## src/rtl/updown_rep_timer.sv

```systemverilog
module updown_rep_timer #(
  parameter int CNT_W = 16,
  parameter int REP_W = 8
) (
  input  logic             clk,
  input  logic             rst_n,
  input  logic             wr_en,
  input  logic [1:0]       wr_addr,
  input  logic [CNT_W-1:0] wr_data,
  output logic [CNT_W-1:0] cnt_o,
  output logic             dir_o,
  output logic             ovf_o,
  output logic             unf_o,
  output logic             upd_o
);
  localparam logic [CNT_W-1:0] ONE = CNT_W'(1);

  logic [CNT_W-1:0] top_q, cnt_q;
  logic [REP_W-1:0] pre_q, rep_q;
  logic             run_q, down_q;

  wire sw_ug = wr_en && (wr_addr == 2'd3);
  wire step  = run_q && (top_q != '0);
  wire ovf   = step && !down_q && (cnt_q >= top_q);
  wire unf   = step && down_q && (cnt_q == '0);
  wire event_hit = ovf || unf;

  assign cnt_o = cnt_q;
  assign dir_o = down_q;
  assign ovf_o = ovf;
  assign unf_o = unf;
  assign upd_o = sw_ug || (event_hit && (rep_q == '0));

  always_ff @(posedge clk) begin
    if (!rst_n) begin
      top_q  <= '0;
      pre_q  <= '0;
      rep_q  <= '0;
      run_q  <= 1'b0;
      cnt_q  <= '0;
      down_q <= 1'b0;
    end else begin
      if (wr_en) begin
        case (wr_addr)
          2'd0:    top_q <= wr_data;
          2'd1:    pre_q <= wr_data[REP_W-1:0];
          2'd2:    run_q <= wr_data[0];
          default: ;
        endcase
      end
      if (sw_ug) begin
        cnt_q  <= '0;
        down_q <= 1'b0;
        rep_q  <= pre_q;
      end else if (step) begin
        if (ovf) begin
          cnt_q  <= cnt_q - ONE;
          down_q <= 1'b1;
        end else if (unf) begin
          cnt_q  <= ONE;
          down_q <= 1'b0;
        end else begin
          cnt_q <= down_q ? cnt_q - ONE : cnt_q + ONE;
        end
        if (event_hit)
          rep_q <= (rep_q == '0) ? pre_q : rep_q - REP_W'(1);
      end
    end
  end


  step_chk: assert property (@(posedge clk) disable iff (!rst_n)
    (step && !event_hit && !sw_ug) |=>
      (cnt_q == ($past(down_q) ? $past(cnt_q) - ONE : $past(cnt_q) + ONE)));


  peak_turn_chk: assert property (@(posedge clk) disable iff (!rst_n)
    (ovf && !sw_ug) |=> (down_q && !ovf));


  valley_turn_chk: assert property (@(posedge clk) disable iff (!rst_n)
    (unf && !sw_ug) |=> (!down_q && cnt_q == ONE));


  upd_source_chk: assert property (@(posedge clk) disable iff (!rst_n)
    upd_o |-> (event_hit || sw_ug));


  sw_restart_chk: assert property (@(posedge clk) disable iff (!rst_n)
    sw_ug |=> (cnt_q == '0 && !down_q && rep_q == $past(pre_q)));


  zero_top_chk: assert property (@(posedge clk) disable iff (!rst_n)
    (top_q == '0 && !sw_ug) |=> $stable(cnt_q));


  frozen_chk: assert property (@(posedge clk) disable iff (!rst_n)
    (!run_q && !sw_ug) |=> $stable(cnt_q));


  quiet_chk: assert property (@(posedge clk) disable iff (!rst_n)
    (top_q == '0 || !run_q) |-> !(ovf_o || unf_o));
endmodule

```

## config.mk

```make
export PLATFORM = sky130hd
export DESIGN_NAME = updown_rep_timer
export DESIGN_NICKNAME = d
export VERILOG_FILES = /design/src/rtl/updown_rep_timer.sv
export SDC_FILE = /design/constraint.sdc
export NUM_CORES = 1
export LEC_CHECK = 0
export ABC_AREA = 1
export BUFFER_PORTS_ARGS = -buffer_cell sky130_fd_sc_hd__buf_2
export CAP_MARGIN = 40
export CORE_MARGIN = 10
export CORE_UTILIZATION = 35
export DETAILED_ROUTE_END_ITERATION = 6
export GPL_ROUTABILITY_DRIVEN = 0
export PLACE_DENSITY = 0.54
export SLEW_MARGIN = 20
export SYNTH_ARGS = -nofsm -noshare
export SYNTH_HDL_FRONTEND = slang
export SYNTH_SLANG_ARGS = --single-unit
```

## constraint.sdc

```tcl
create_clock -name clk -period 2.5 [get_ports clk]
set_input_delay 0.125 -clock clk [delete_from_list [all_inputs] [get_ports clk]]
set_output_delay 0.125 -clock clk [all_outputs]
set_load 0.01 [all_outputs]
```

## Word level (Yosys, flattened, before mapping)

Index checks and enable logic that the tools add are counted.

- Register bits after elaboration: 50
- Logic and storage cells: 46
- Output and inout bits: 20
- Bits of input ports: 21

- Eq/ne operators: 3
- Order comparisons: 1
- Reduce and logical (&&, ||, !) cells: 23
- Mux-type cells: 9
- Bitwise logic cells: 1
- Add/subtract/negate cells: 3

Operators with widths:

| operator | count |
|---|---|
| 16-bit 2-to-1 mux | 3 |
| 8-bit 2-to-1 mux | 4 |
| 16-bit by 1-bit adder with 16-bit output, second input constant | 1 |
| 16-bit >= comparator | 1 |
| 16-bit logical NOT | 1 |
| 16-bit nonzero test | 1 |
| 16-bit by 1-bit subtractor with 16-bit output, second input constant | 1 |
| 2-bit AND reduction | 5 |
| 8-bit logical NOT | 1 |
| 8-bit by 1-bit subtractor with 8-bit output, second input constant | 1 |
| 1-bit logical AND | 7 |
| 2-bit nonzero test | 3 |
| 2-bit == test, second input constant | 2 |
| 2-bit by 1-bit == test with 1-bit output, second input constant | 1 |
| 2-bit logical NOT | 1 |
| 1-bit logical OR | 2 |
| 1-bit 2-to-1 mux | 2 |
| 2-bit OR reduction | 1 |
| 1-bit logical NOT | 1 |
| 1-bit NOT | 1 |

## Depth between registers and ports, before layout

- Word-level depth: 8
- Depth in mapped cells: 16
- Depth with buffers taken out: 16

## Worst setup path before layout

OpenSTA, ideal clock, no wires.

- Kind: flip-flop to flip-flop
- Start: register cnt_q[0], in the netlist cnt_o[0]
- End: register cnt_q[4], in the netlist cnt_o[4]
- Period minus slack after synthesis: 1.953 ns
- Stages on the path, launching flop included: 16
- Buffers on the path: 1
- Data required time: 2.385 ns
- Setup slack: 0.547 ns
- Data arrival time: 1.837 ns
- Path through: dfxtp_1 -> inv_1 -> ha_1 -> nand2_1 -> nor2_1 -> nor2_1 -> nand2_1 -> nand2_1 -> nand2_1 -> nand2_1 -> nand2_2 -> nand2_4 -> buf_4 -> o21ai_1 -> o21ai_0 -> inv_1

- Cells in the longest elaborated chain, start to end: 4
- Elaborated cells on any way between the ends: 9

RTL lines:

| what | RTL line | source |
|---|---|---|
| start, declared | 18 | `logic [CNT_W-1:0] top_q, cnt_q;` |
| start signal, assigned | 57 | `cnt_q <= cnt_q - ONE;` |
| start signal, assigned | 63 | `cnt_q <= down_q ? cnt_q - ONE : cnt_q + ONE;` |
| 16-bit by 1-bit adder with 16-bit output (tied with other cells) | 63 |  |
| 16-bit 2-to-1 mux / 1-bit logical AND (equally long branches) | 63, 25 |  |
| 16-bit 2-to-1 mux | 59 | `end else if (unf) begin` |
| 16-bit 2-to-1 mux * | 56 | `if (ovf) begin` |

Mark *: on every way between the ends. The rest lies on a longest branch, timed or not.
A chain may end at the register's enable or synchronous reset.

## Final worst setup path

- Start: register cnt_q[0], in the netlist cnt_o[0]
- End: output upd_o

- Cells in the longest elaborated chain, start to end: 5
- Elaborated cells on any way between the ends: 7

RTL lines:

| what | RTL line | source |
|---|---|---|
| 16-bit >= comparator / 16-bit logical NOT (equally long branches) | 24, 25 |  |
| 1-bit logical AND, on equally long branches | 24, 25 |  |
| 1-bit logical OR * | 26 | `wire event_hit = ovf \|\| unf;` |
| 1-bit logical AND * | 32 | `assign upd_o = sw_ug \|\| (event_hit && (rep_q == '0));` |
| 1-bit logical OR * | 32 |  |
| end, declared | 14 | `output logic upd_o` |

Marks and branches as above.

==> flow_summary.ini <==
[run_status]
outcome = finished clean

[power]
sw_frac_of_total = 0.3791
combPwrFrac = 0.329
seqPwrFrac = 0.415
power.internal_mw = 1.322
p_sw_mw = 0.8073
powerDensity_nw_per_um2 = 513.3
ir_drop_v = 0.0002971
p_total_mw = 2.130
leakagePower_nw = 1.995
p_clk_frac = 0.256

[global_routing]
antenna_found_initial = 0
grt_first_pass_wirelength_microns = 18070
grt_pass1_vias = 3480
track_usage = 0.1484
overflow = 0
grt_max_degree = 33

[worst_setup_path]
arrival_ps = 2200
crit_path_max_fanout = 19
cp_cell_sequence = inv_1 -> ha_1 -> nand2_1 -> nor2_1 -> nor2_1 -> nand2_1 -> nand2_1 -> nand2_1 -> nand2_1 -> nand2_2 -> nand2_4 -> a31oi_1 -> buf_2
crit_start = cnt_o[0]
critPathKind = flip-flop to output port
cp_slowest_cell = dfxtp_2
critPathMaxStageDelay_ps = 410
worst_path_most_repeated_cell = nand2_1
endpoint_kind = output port
critPathRequiredTime_ps = 2380
reg2reg_from = cnt_o[0]
startpoint_type = flip-flop

[synthesis]
synth_nets = 606
synthTopCellsByCount = nand2_1 (121), nor2_1 (86), inv_1 (55), dfxtp_1 (50), o21ai_0 (49)
yosys.area.top_type = dfxtp_1
syn_area_per_cell_sq_um = 6.553
netlist_instances = 564
ys_async_sr_fraction = 0
yosys_warnings = 0
synth_edf_count = 0
synth_ff_type = dfxtp_1
synth_area_sq_um = 3696
ys_ff_latch = 50
yosysSeqAreaShare = 0.2708
synth_top_area_frac = 0.2708
synth_most_common_cell = nand2_1
synth.distinct_cells = 36
synthTopCellsByArea = dfxtp_1 (27%), nand2_1 (12%), nor2_1 (8.7%)

[die]
initial_utilization = 0.3580
die_width_microns = 122.8
fp.dieH_microns = 122.8
fp-row-count = 37
coreArea_sq_um = 10320
io_pins = 41
dieArea_sq_um = 15070

[clocking]
clockBufferDepth = 2
cts_tree = done
clk_pin_slew_ps = 100
hold_buffers = 0
cts_sinks = 50
h-tree-depth = 2
cts.root.buffer_cell = clkbuf_8
cts_buffers = 5
worstSkewPairLatency_ps = 320
postCtsSetupBuffers = 0

[sta]
slew-limit-headroom = 0.6464
rsz0062_at_grt = false
finalHoldViolCount = 0
clock.fmax_mhz = 430.4
setup_tns_ps = 0
min_period_ps = 2324
setup_viol = 0
worst_pin_slew_ps = 524.8
slew_viol_final = 0
fin_skew_ps = 4.166
fin_crit_sh = 0.9294

[min_path]
hp-class = input port to flip-flop
hold_path.startpoint = wr_data[1]

[placed_design]
hpwlAfterDp_microns = 8578
port_buffers = 40

[route]
post-route-drc-count = 0
drtAntennaViolNets = 0
wl_microns = 11120
post_drt_wl_per_cell_microns = 14.94
drtIter0Drc = 288
vias = 3710
dr.pass1.iters = 7
viasPerCell = 4.987

[layout]
diodes = 0
syn_to_final_growth_pct = 12.25
nets = 649
ff_latch_area_sq_um = 1002
drive_above_1_share = 0.1760
multi_input_area_sq_um = 2310
n_fill_cell = 1120

[flow_run]
maxCapViolations = 0
layout make-up:
type / instances / area share
clock buffers: 6 / 0.01990
well taps: 136 / 0.04101
inverters: 62 / 0.05609
flip-flops and latches: 50 / 0.2416
clock inverters: 2 / 0.003920
multi-input cells: 431 / 0.5567
repair buffers: 57 / 0.08082
per-stage QoR:
step / cells / hold slack [ps] / area [sq um] / setup slack [ps] / util
floorplan: 564 / 259.9 / 3696 / 547.3 / -
global placement: 735 / 377.7 / 4034 / 400.2 / 0.3907
detailed placement: 735 / 382.6 / 4034 / 312.5 / 0.3907
CTS: 743 / 50.38 / 4133 / 73.75 / 0.4003
global route: 744 / 62.37 / 4149 / 7.679 / 0.4019
finish: 744 / 46.82 / 4149 / 176.5 / 0.4019
state kept, by name (all words and copies together), names as in the netlist:
signal	flops
cnt_o	16
top_q	16
pre_q	8
rep_q	8
dir_o	1
run_q	1
repair_timing:
| item | in CTS | in global routing |
|---|---|---|
| endpoints found under the hold margin | 0 | 0 |
| endpoints found under the setup margin | 0 | 2 |
| gates resized for setup | 0 | 1 |
logic make-up after synthesis:
family,count (synthesis),synth area share
buf+inv,83,0.1043
simple gates,291,0.3683
flops,50,0.2708
compound gates,102,0.1452
xor+xnor,17,0.04028
fa+ha+maj,21,0.07109
critical path: cells and delay by family, from the launching register on:
family | cells | cell delay, ps
flip-flops | 1 | 410
buffers and inverters | 2 | 270
AO/OA/AOI/OAI | 1 | 210
adder cells (fa/ha/maj) | 1 | 300
AND/OR/NAND/NOR | 9 | 680
cell usage in the layout (no fill, tap or decap), drive strengths merged:
master / synthesis / final
a21oi: 40 / 40
a31oi: 3 / 3
and3: 1 / 1
buf: 13 / 57
clkbuf: 8 / 6
clkinv: 1 / 1
clkinvlp: 0 / 1
dfxtp: 50 / 50
ha: 21 / 21
inv: 61 / 62
nand2: 132 / 132
nand3: 31 / 31
nand3b: 1 / 1
nand4: 12 / 12
nor2: 99 / 99
nor3: 10 / 10
nor4: 5 / 5
o21a: 1 / 1
o21ai: 56 / 56
o21bai: 2 / 2
xnor2: 4 / 4
xor2: 13 / 13
layer usage:
layer	vias up	track usage	routed length (microns)
li1	1911	-	-
met1	1658	0.1922	4924
met2	125	0.2440	5300
met3	16	0.02571	675
met4	0	0.04860	217
met5	-	0	0
worst paths after layout:
check	end	slack [ps]	cells after the start
max	upd_o	180	13
max reg2reg	rep_q[6]	390	15
min	pre_q[1]	50	3
min reg2reg	pre_q[0]	470	2
power by group through the flow:
stage	Sequential [mW]	Combinational (mW)	Clock (mW)
2_1_floorplan	0.903	0.515	0
3_3_place_gp	0.900	0.695	0
3_5_place_dp	0.902	0.696	0
4_1_cts	0.884	0.701	0.558
5_1_grt	0.890	0.806	0.586
6_report	0.883	0.701	0.545
(Power assumes the default switching activity.)
